File: config.mk
export PLATFORM = sky130hd
export DESIGN_NAME = wkup_timer
export DESIGN_NICKNAME = d
export VERILOG_FILES = /design/src/rtl/wkup_pkg.sv /design/src/rtl/wkup_tick_sel.sv /design/src/rtl/wkup_counter.sv /design/src/rtl/wkup_ctrl_reg.sv /design/src/rtl/wkup_timer.sv
export SDC_FILE = /design/constraint.sdc
export NUM_CORES = 1
export LEC_CHECK = 0
export ABC_AREA = 1
export BUFFER_PORTS_ARGS = -buffer_cell sky130_fd_sc_hd__buf_2
export CORE_MARGIN = 2
export CORE_UTILIZATION = 50
export DETAILED_ROUTE_END_ITERATION = 10
export PLACE_DENSITY = 0.74
export SYNTH_ARGS = -nofsm -noshare
export SYNTH_HDL_FRONTEND = slang
export SYNTH_SLANG_ARGS = --single-unit
File: constraint.sdc
create_clock -name clk -period 3.8 [get_ports clk]
set_input_delay 0.57 -clock clk [delete_from_list [all_inputs] [get_ports clk]]
set_output_delay 0.57 -clock clk [all_outputs]
set_load 0.01 [all_outputs]
File: src/rtl/wkup_pkg.sv
// Package: shared widths, bit positions and the control-field type for the
// periodic wake-up timer. Assumes an 8-bit register image.
package wkup_pkg;
    localparam int unsigned REG_W   = 8;
    localparam int unsigned SRC_BIT = 7;
    localparam int unsigned RUN_BIT = 2;
    localparam int unsigned IEN_BIT = 1;
    localparam int unsigned FLG_BIT = 0;

    localparam logic [REG_W-1:0] SRC_MASK = REG_W'(1) << SRC_BIT;
    localparam logic [REG_W-1:0] RUN_MASK = REG_W'(1) << RUN_BIT;
    localparam logic [REG_W-1:0] IEN_MASK = REG_W'(1) << IEN_BIT;
    localparam logic [REG_W-1:0] FLG_MASK = REG_W'(1) << FLG_BIT;
    localparam logic [REG_W-1:0] IMP_MASK = SRC_MASK | RUN_MASK | IEN_MASK | FLG_MASK;
    localparam logic [REG_W-1:0] RSV_MASK = ~IMP_MASK;

    typedef struct packed {
        logic src;   // tick source select
        logic run;   // timer running
        logic ien;   // interrupt enable
        logic flg;   // sticky timeout flag
    } ctrl_t;
endpackage

File: src/rtl/wkup_tick_sel.sv
// Tick source multiplexer: forwards the pulse of the selected source.
// Assumes both inputs are single-cycle enables in the system clock domain.
module wkup_tick_sel (
    input  logic src_i,
    input  logic osc_tick_i,
    input  logic bus_tick_i,
    output logic tick_o
);
    // Pick the bus tick when select is 1, else the dedicated tick.
    always_comb begin
        tick_o = src_i ? bus_tick_i : osc_tick_i;
    end
endmodule

File: src/rtl/wkup_counter.sv
// Period counter: counts selected ticks from 0 while running. On a tick
// with the count equal to the period it pulses timeout and reloads to 0.
// Assumes the period may change at any time; the compare uses its live value.
module wkup_counter #(
    parameter int unsigned CNT_W = 16
) (
    input  logic             clk,
    input  logic             rst_n,
    input  logic             run_i,
    input  logic             tick_i,
    input  logic [CNT_W-1:0] period_i,
    output logic             timeout_o
);
    logic [CNT_W-1:0] cnt_q;
    logic             at_end;

    // Detect the tick that completes the period.
    always_comb begin
        at_end    = (cnt_q == period_i);
        timeout_o = run_i & tick_i & at_end;
    end

    // Hold at zero when stopped, advance or reload on a tick when running.
    always_ff @(posedge clk) begin
        if (!rst_n || !run_i) begin
            cnt_q <= '0;
        end else if (tick_i) begin
            cnt_q <= at_end ? '0 : cnt_q + CNT_W'(1);
        end
    end

    AST_IDLE_ZERO: assert property (@(posedge clk) disable iff (!rst_n)
        !run_i |=> (cnt_q == '0));
    AST_RELOAD: assert property (@(posedge clk) disable iff (!rst_n)
        timeout_o |=> (cnt_q == '0));
    AST_HOLD_NO_TICK: assert property (@(posedge clk) disable iff (!rst_n)
        (run_i && !tick_i) |=> $stable(cnt_q));
endmodule

File: src/rtl/wkup_ctrl_reg.sv
// Control/status register: holds source select, run enable, interrupt
// enable and the sticky flag, and serves registered reads. Assumes one
// select strobe per access; a strobe with write low is a read.
module wkup_ctrl_reg
    import wkup_pkg::*;
(
    input  logic             clk,
    input  logic             rst_n,
    input  logic             sel_i,
    input  logic             wr_i,
    input  logic [REG_W-1:0] wdata_i,
    input  logic             timeout_i,
    output ctrl_t            ctrl_o,
    output logic [REG_W-1:0] rdata_o
);
    ctrl_t            ctrl_q;
    logic             wr_hit;
    logic             rd_hit;
    logic             wd_src;
    logic             wd_run;
    logic             wd_ien;
    logic             wd_clr;
    logic             src_ok;
    logic [REG_W-1:0] image;

    // Decode the access and the written fields.
    always_comb begin
        wr_hit = sel_i & wr_i;
        rd_hit = sel_i & ~wr_i;
        wd_src = |(wdata_i & SRC_MASK);
        wd_run = |(wdata_i & RUN_MASK);
        wd_ien = |(wdata_i & IEN_MASK);
        wd_clr = wr_hit & |(wdata_i & FLG_MASK);
        src_ok = wr_hit & ~ctrl_q.run & ~wd_run;
    end

    // Source select: writable only while stopped and not being started.
    always_ff @(posedge clk) begin
        if (!rst_n) begin
            ctrl_q.src <= 1'b0;
        end else if (src_ok) begin
            ctrl_q.src <= wd_src;
        end
    end

    // Run and interrupt enables: plain write.
    always_ff @(posedge clk) begin
        if (!rst_n) begin
            ctrl_q.run <= 1'b0;
            ctrl_q.ien <= 1'b0;
        end else if (wr_hit) begin
            ctrl_q.run <= wd_run;
            ctrl_q.ien <= wd_ien;
        end
    end

    // Flag: a clear write takes priority over a timeout.
    always_ff @(posedge clk) begin
        if (!rst_n) begin
            ctrl_q.flg <= 1'b0;
        end else if (wd_clr) begin
            ctrl_q.flg <= 1'b0;
        end else if (timeout_i) begin
            ctrl_q.flg <= 1'b1;
        end
    end

    // Assemble the read image; reserved bits stay zero.
    always_comb begin
        image          = '0;
        image[SRC_BIT] = ctrl_q.src;
        image[RUN_BIT] = ctrl_q.run;
        image[IEN_BIT] = ctrl_q.ien;
        image[FLG_BIT] = ctrl_q.flg;
    end

    // Registered read data, updated only on a read strobe.
    always_ff @(posedge clk) begin
        if (!rst_n) begin
            rdata_o <= '0;
        end else if (rd_hit) begin
            rdata_o <= image;
        end
    end

    assign ctrl_o = ctrl_q;

    AST_SRC_LOCKED: assert property (@(posedge clk) disable iff (!rst_n)
        ctrl_q.run |=> $stable(ctrl_q.src));
    AST_SRC_LOCK_ON_START: assert property (@(posedge clk) disable iff (!rst_n)
        (wr_hit && wd_run) |=> $stable(ctrl_q.src));
    AST_CLEAR_WINS: assert property (@(posedge clk) disable iff (!rst_n)
        wd_clr |=> !ctrl_q.flg);
    AST_FLAG_STICKY: assert property (@(posedge clk) disable iff (!rst_n)
        (ctrl_q.flg && !wd_clr) |=> ctrl_q.flg);
    AST_FLAG_SETS: assert property (@(posedge clk) disable iff (!rst_n)
        (timeout_i && !wd_clr) |=> ctrl_q.flg);
    AST_READ_QUIET: assert property (@(posedge clk) disable iff (!rst_n)
        (rd_hit && !timeout_i) |=> $stable(ctrl_q));
    AST_RSV_ZERO: assert property (@(posedge clk) disable iff (!rst_n)
        (rdata_o & RSV_MASK) == '0);
endmodule

File: src/rtl/wkup_timer.sv
// Periodic wake-up interrupt timer top: register, tick selection, period
// counter and interrupt output. Assumes all inputs are synchronous to clk.
module wkup_timer
    import wkup_pkg::*;
#(
    parameter int unsigned CNT_W = 16
) (
    input  logic             clk,
    input  logic             rst_n,
    input  logic             reg_sel,
    input  logic             reg_wr,
    input  logic [REG_W-1:0] reg_wdata,
    output logic [REG_W-1:0] reg_rdata,
    input  logic             osc_tick,
    input  logic             bus_tick,
    input  logic [CNT_W-1:0] period,
    output logic             irq
);
    ctrl_t ctrl;
    logic  tick;
    logic  timeout;

    wkup_ctrl_reg u_reg (
        .clk       (clk),
        .rst_n     (rst_n),
        .sel_i     (reg_sel),
        .wr_i      (reg_wr),
        .wdata_i   (reg_wdata),
        .timeout_i (timeout),
        .ctrl_o    (ctrl),
        .rdata_o   (reg_rdata)
    );

    wkup_tick_sel u_sel (
        .src_i      (ctrl.src),
        .osc_tick_i (osc_tick),
        .bus_tick_i (bus_tick),
        .tick_o     (tick)
    );

    wkup_counter #(.CNT_W(CNT_W)) u_cnt (
        .clk       (clk),
        .rst_n     (rst_n),
        .run_i     (ctrl.run),
        .tick_i    (tick),
        .period_i  (period),
        .timeout_o (timeout)
    );

    // Request an interrupt while the flag is set and enabled.
    always_comb begin
        irq = ctrl.flg & ctrl.ien;
    end

    AST_IRQ_FOLLOWS_TIMEOUT: assert property (@(posedge clk) disable iff (!rst_n)
        (timeout && ctrl.ien && !(reg_sel && reg_wr)) |=> irq);
endmodule

==> results_tabular.tex <==
\begin{tabular}{lr}
\hline
Metric & Value \\
\hline
\multicolumn{2}{l}{\textbf{Timing}} \\
Final count of hold timing violations & 0 \\
Final critical-path share of the clock period & 41.8\% \\
Final worst hold slack & 0.473 ns \\
Setup repair after global routing missed its margin & false \\
Number of pins exceeding their max-slew limit in the final report & 0 \\
Upper clock frequency limit & 629 MHz \\
Worst setup skew after layout & 0.00211 ns \\
Final critical-path required period & 1.59 ns \\
Sum Neg Setup Slack & 0 ns \\
Final setup fails & 0 \\
\multicolumn{2}{l}{\textbf{Route}} \\
Router iterations before antenna repair & 4 \\
Average vias per placed instance & 4.69 \\
Final routed wire length divided by cell count & 9.26 um \\
Final antenna-violating net count & 0 \\
Post-detailed-routing wire length & 2960 um \\
DRT iter0 DRCs & 53 \\
Number of design rule violations left after detail routing & 0 \\
Detailed-route via count & 1500 \\
\multicolumn{2}{l}{\textbf{Place}} \\
HPWL after detailed placement & 2360 um \\
Final RePlAce weighted congestion & 0.795 \\
Count of buffers from port buffering & 30 \\
\multicolumn{2}{l}{\textbf{Final layout}} \\
Proportion of layout cells with a drive suffix above 1 & 16.0\% \\
Layout net count & 319 \\
Final core utilization & 58.7\% \\
Most common cell after layout, fill and taps aside & sky130\_fd\_sc\_hd\_\_nand2\_1 \\
Layout area overhead & 14.0\% \\
Leading cell types in the layout, fill and taps excluded & sky130\_fd\_sc\_hd\_\_nand2\_1, sky130\_fd\_sc\_hd\_\_nor2\_1, sky130\_fd\_sc\_hd\_\_inv\_1 \\
ANT cells & 0 \\
Number of fillers in the final layout & 326 \\
\multicolumn{2}{l}{\textbf{Setup path}} \\
Critical path origin & u\_cnt.cnt\_q[0] \\
Reg-to-reg critical path startpoint & u\_cnt.cnt\_q[0] \\
Worst Setup Start Kind & flop \\
Critical path peak fanout & 4 \\
Terminus of the critical flop-to-flop path & u\_cnt.cnt\_q[12] \\
Startpoint-to-endpoint class of the critical path & reg -> reg \\
Arrival time of data at the critical path endpoint & 1.86 ns \\
FF-to-FF setup slack & 2.21 ns \\
Element type at the critical path end & flop \\
Worst reg2reg path depth & 9 \\
Required time of the critical path & 4.07 ns \\
\multicolumn{2}{l}{\textbf{Min path}} \\
Hold-critical path endpoint & u\_reg.ctrl\_o[0] \\
Worst hold path startpoint & reg\_wdata[0] \\
Worst hold-check path type & in -> reg \\
Worst hold path depth & 4 \\
\multicolumn{2}{l}{\textbf{Outcome}} \\
Result of the run & finished, final reports clean \\
\multicolumn{2}{l}{\textbf{Die}} \\
Vert. Die Dim & 59.4 um \\
Die outline area & 0.00352 sq mm \\
Number of rows created at floorplan & 20 \\
Die X-Extent & 59.4 um \\
Initial Util & 51.5\% \\
Number of top-level pins & 39 \\
Core Box Area & 0.00298 sq mm \\
\multicolumn{2}{l}{\textbf{Logic synthesis}} \\
Main synth FF type & sky130\_fd\_sc\_hd\_\_dfxtp\_1 \\
Cell count after synthesis & 255 \\
Count of warnings emitted by yosys & 0 \\
Flip-flop and latch count after synthesis & 24 \\
Netlist area before placement & 0.00153 sq mm \\
Part of the Yosys area used for sequential elements & 31.3\% \\
Avg Cell Area, Syn & 6.01 sq um \\
Number of enable flip-flop cells after synthesis & 0 \\
Unique masters post-synth & 24 \\
Ys async rst share & 0\% \\
\multicolumn{2}{l}{\textbf{Job}} \\
Total of max-cap violations & 0 \\
\multicolumn{2}{l}{\textbf{Clock network}} \\
Clock-pin slew on the worst setup and hold paths & 0.14 ns \\
Number of hold-repair buffers added at the cts stage & 0 \\
Clock latency reported for the late side of the worst-skew pair & 0.33 ns \\
CTS tree & done \\
H-tree depth & 1 \\
Buffer type at the clock tree root & sky130\_fd\_sc\_hd\_\_clkbuf\_4 \\
Number of buffers created by CTS & 3 \\
Number of buffers on the longest clock path & 2 \\
CTS sink cnt & 24 \\
Number of post-CTS setup repair buffers & 0 \\
Post-cts repair resize count & 0 \\
\multicolumn{2}{l}{\textbf{Global routing}} \\
Total routing usage reported by global routing & 18.2\% \\
First-pass GRT wire length & 4840 um \\
Number of global-route vias before repair & 1191 \\
Antenna violations before repair & 0 \\
Largest net degree at the start of global routing & 16 \\
Leftover overflow at the end of global routing & 0 \\
\multicolumn{2}{l}{\textbf{Power}} \\
Total power consumption of the routed design & 0.000513 W \\
Power per cell area & 293 mW/mm\^{}2 \\
Highest ir drop seen on vdd & 0.192 mV \\
Leakage component of the power & 0.848 nW \\
\hline
\end{tabular}
critical path: stages, from the launching register on:
cell                      delay (ns)
sky130_fd_sc_hd__dfxtp_1        0.42
sky130_fd_sc_hd__ha_1           0.18
sky130_fd_sc_hd__inv_1          0.06
sky130_fd_sc_hd__nor3_2         0.20
sky130_fd_sc_hd__nand2_1        0.15
sky130_fd_sc_hd__nor2_1         0.23
sky130_fd_sc_hd__nand2_1        0.08
sky130_fd_sc_hd__nand2_1        0.06
sky130_fd_sc_hd__nand2_1        0.05
sky130_fd_sc_hd__nor2_1         0.10
per-stage QoR:
stage,setup slack [ns],std cells,instance area (sq um)
after floorplan,2.33,258,1540
after global placement,2.09,316,1690
after detailed placement,2.07,316,1690
after CTS,2.22,320,1750
after global routing,2.04,320,1750
final,2.21,320,1750
where the power goes:
part	switching (W)	total [W]	internal, W
Sequential	0.00000347	0.000260	0.000257
Combinational	0.0000380	0.0000628	0.0000248
Clock	0.0000827	0.000190	0.000107
Total	0.000124	0.000513	0.000388
flip-flops by register name (all words and copies together), names as in the netlist:
signal / flops
u_reg.rdata_o: 4
u_cnt.cnt_q: 16
u_reg.ctrl_o: 4
how the worst max path moves through the flow:
| stage | end | slack [ns] | cells after the start |
|---|---|---|---|
| finish | u_cnt.cnt_q[12] | 2.21 | 9 |
| global route | u_cnt.cnt_q[12] | 2.04 | 9 |
| CTS | u_cnt.cnt_q[12] | 2.22 | 9 |
| detailed placement | u_cnt.cnt_q[12] | 2.07 | 9 |
| global placement | u_cnt.cnt_q[10] | 2.09 | 8 |
| floorplan | u_cnt.cnt_q[4] | 2.33 | 10 |
cells by family after synthesis:
kind of cell    Yosys count  share of synthesized area, %
flops                    24                          31.3
xor+xnor                  8                          4.57
compound gates           18                          6.94
fa+ha+maj                 1                         0.816
buf+inv                  49                          13.5
other cells               1                         0.245
simple gates            154                          42.6
cells in the mapped netlist, types with 2 or more instances:
| library cell | n | area share, % |
|---|---|---|
| sky130_fd_sc_hd__nor2_2 | 4 | 1.6 |
| sky130_fd_sc_hd__a21oi_1 | 5 | 1.6 |
| sky130_fd_sc_hd__xor2_1 | 8 | 4.6 |
| sky130_fd_sc_hd__inv_1 | 42 | 10 |
| sky130_fd_sc_hd__nand2_4 | 2 | 1.5 |
| sky130_fd_sc_hd__nand3_1 | 11 | 3.6 |
| sky130_fd_sc_hd__o21ai_0 | 10 | 3.3 |
| sky130_fd_sc_hd__nor2_1 | 45 | 11 |
| sky130_fd_sc_hd__buf_4 | 4 | 2.0 |
| sky130_fd_sc_hd__nand2_1 | 82 | 20 |
| sky130_fd_sc_hd__nor3_1 | 5 | 1.6 |
| sky130_fd_sc_hd__inv_2 | 2 | 0.49 |
| sky130_fd_sc_hd__dfxtp_1 | 24 | 31 |
area by class of cell:
type                            instances  area (sq um)  share of cell area [%]
Multi-Input combinational cell        185           857                    49.1
Clock inverter                          1          30.0                    1.72
Timing Repair Buffer                   30           150                    8.60
Clock buffer                            3          22.5                    1.29
Sequential cell                        24           480                    27.5
Tap cell                               33          41.3                    2.36
Inverter                               44           165                    9.46
routing by layer:
| layer | routed length (um) | global-route usage (%) |
|---|---|---|
| met2 | 1300 | 30.3 |
| met4 | 55 | 7.79 |
| met3 | 99 | 2.18 |
| met5 | 0 | 0 |
| met1 | 1510 | 23.7 |
Note: power is estimated with default switching activity, not from simulation.
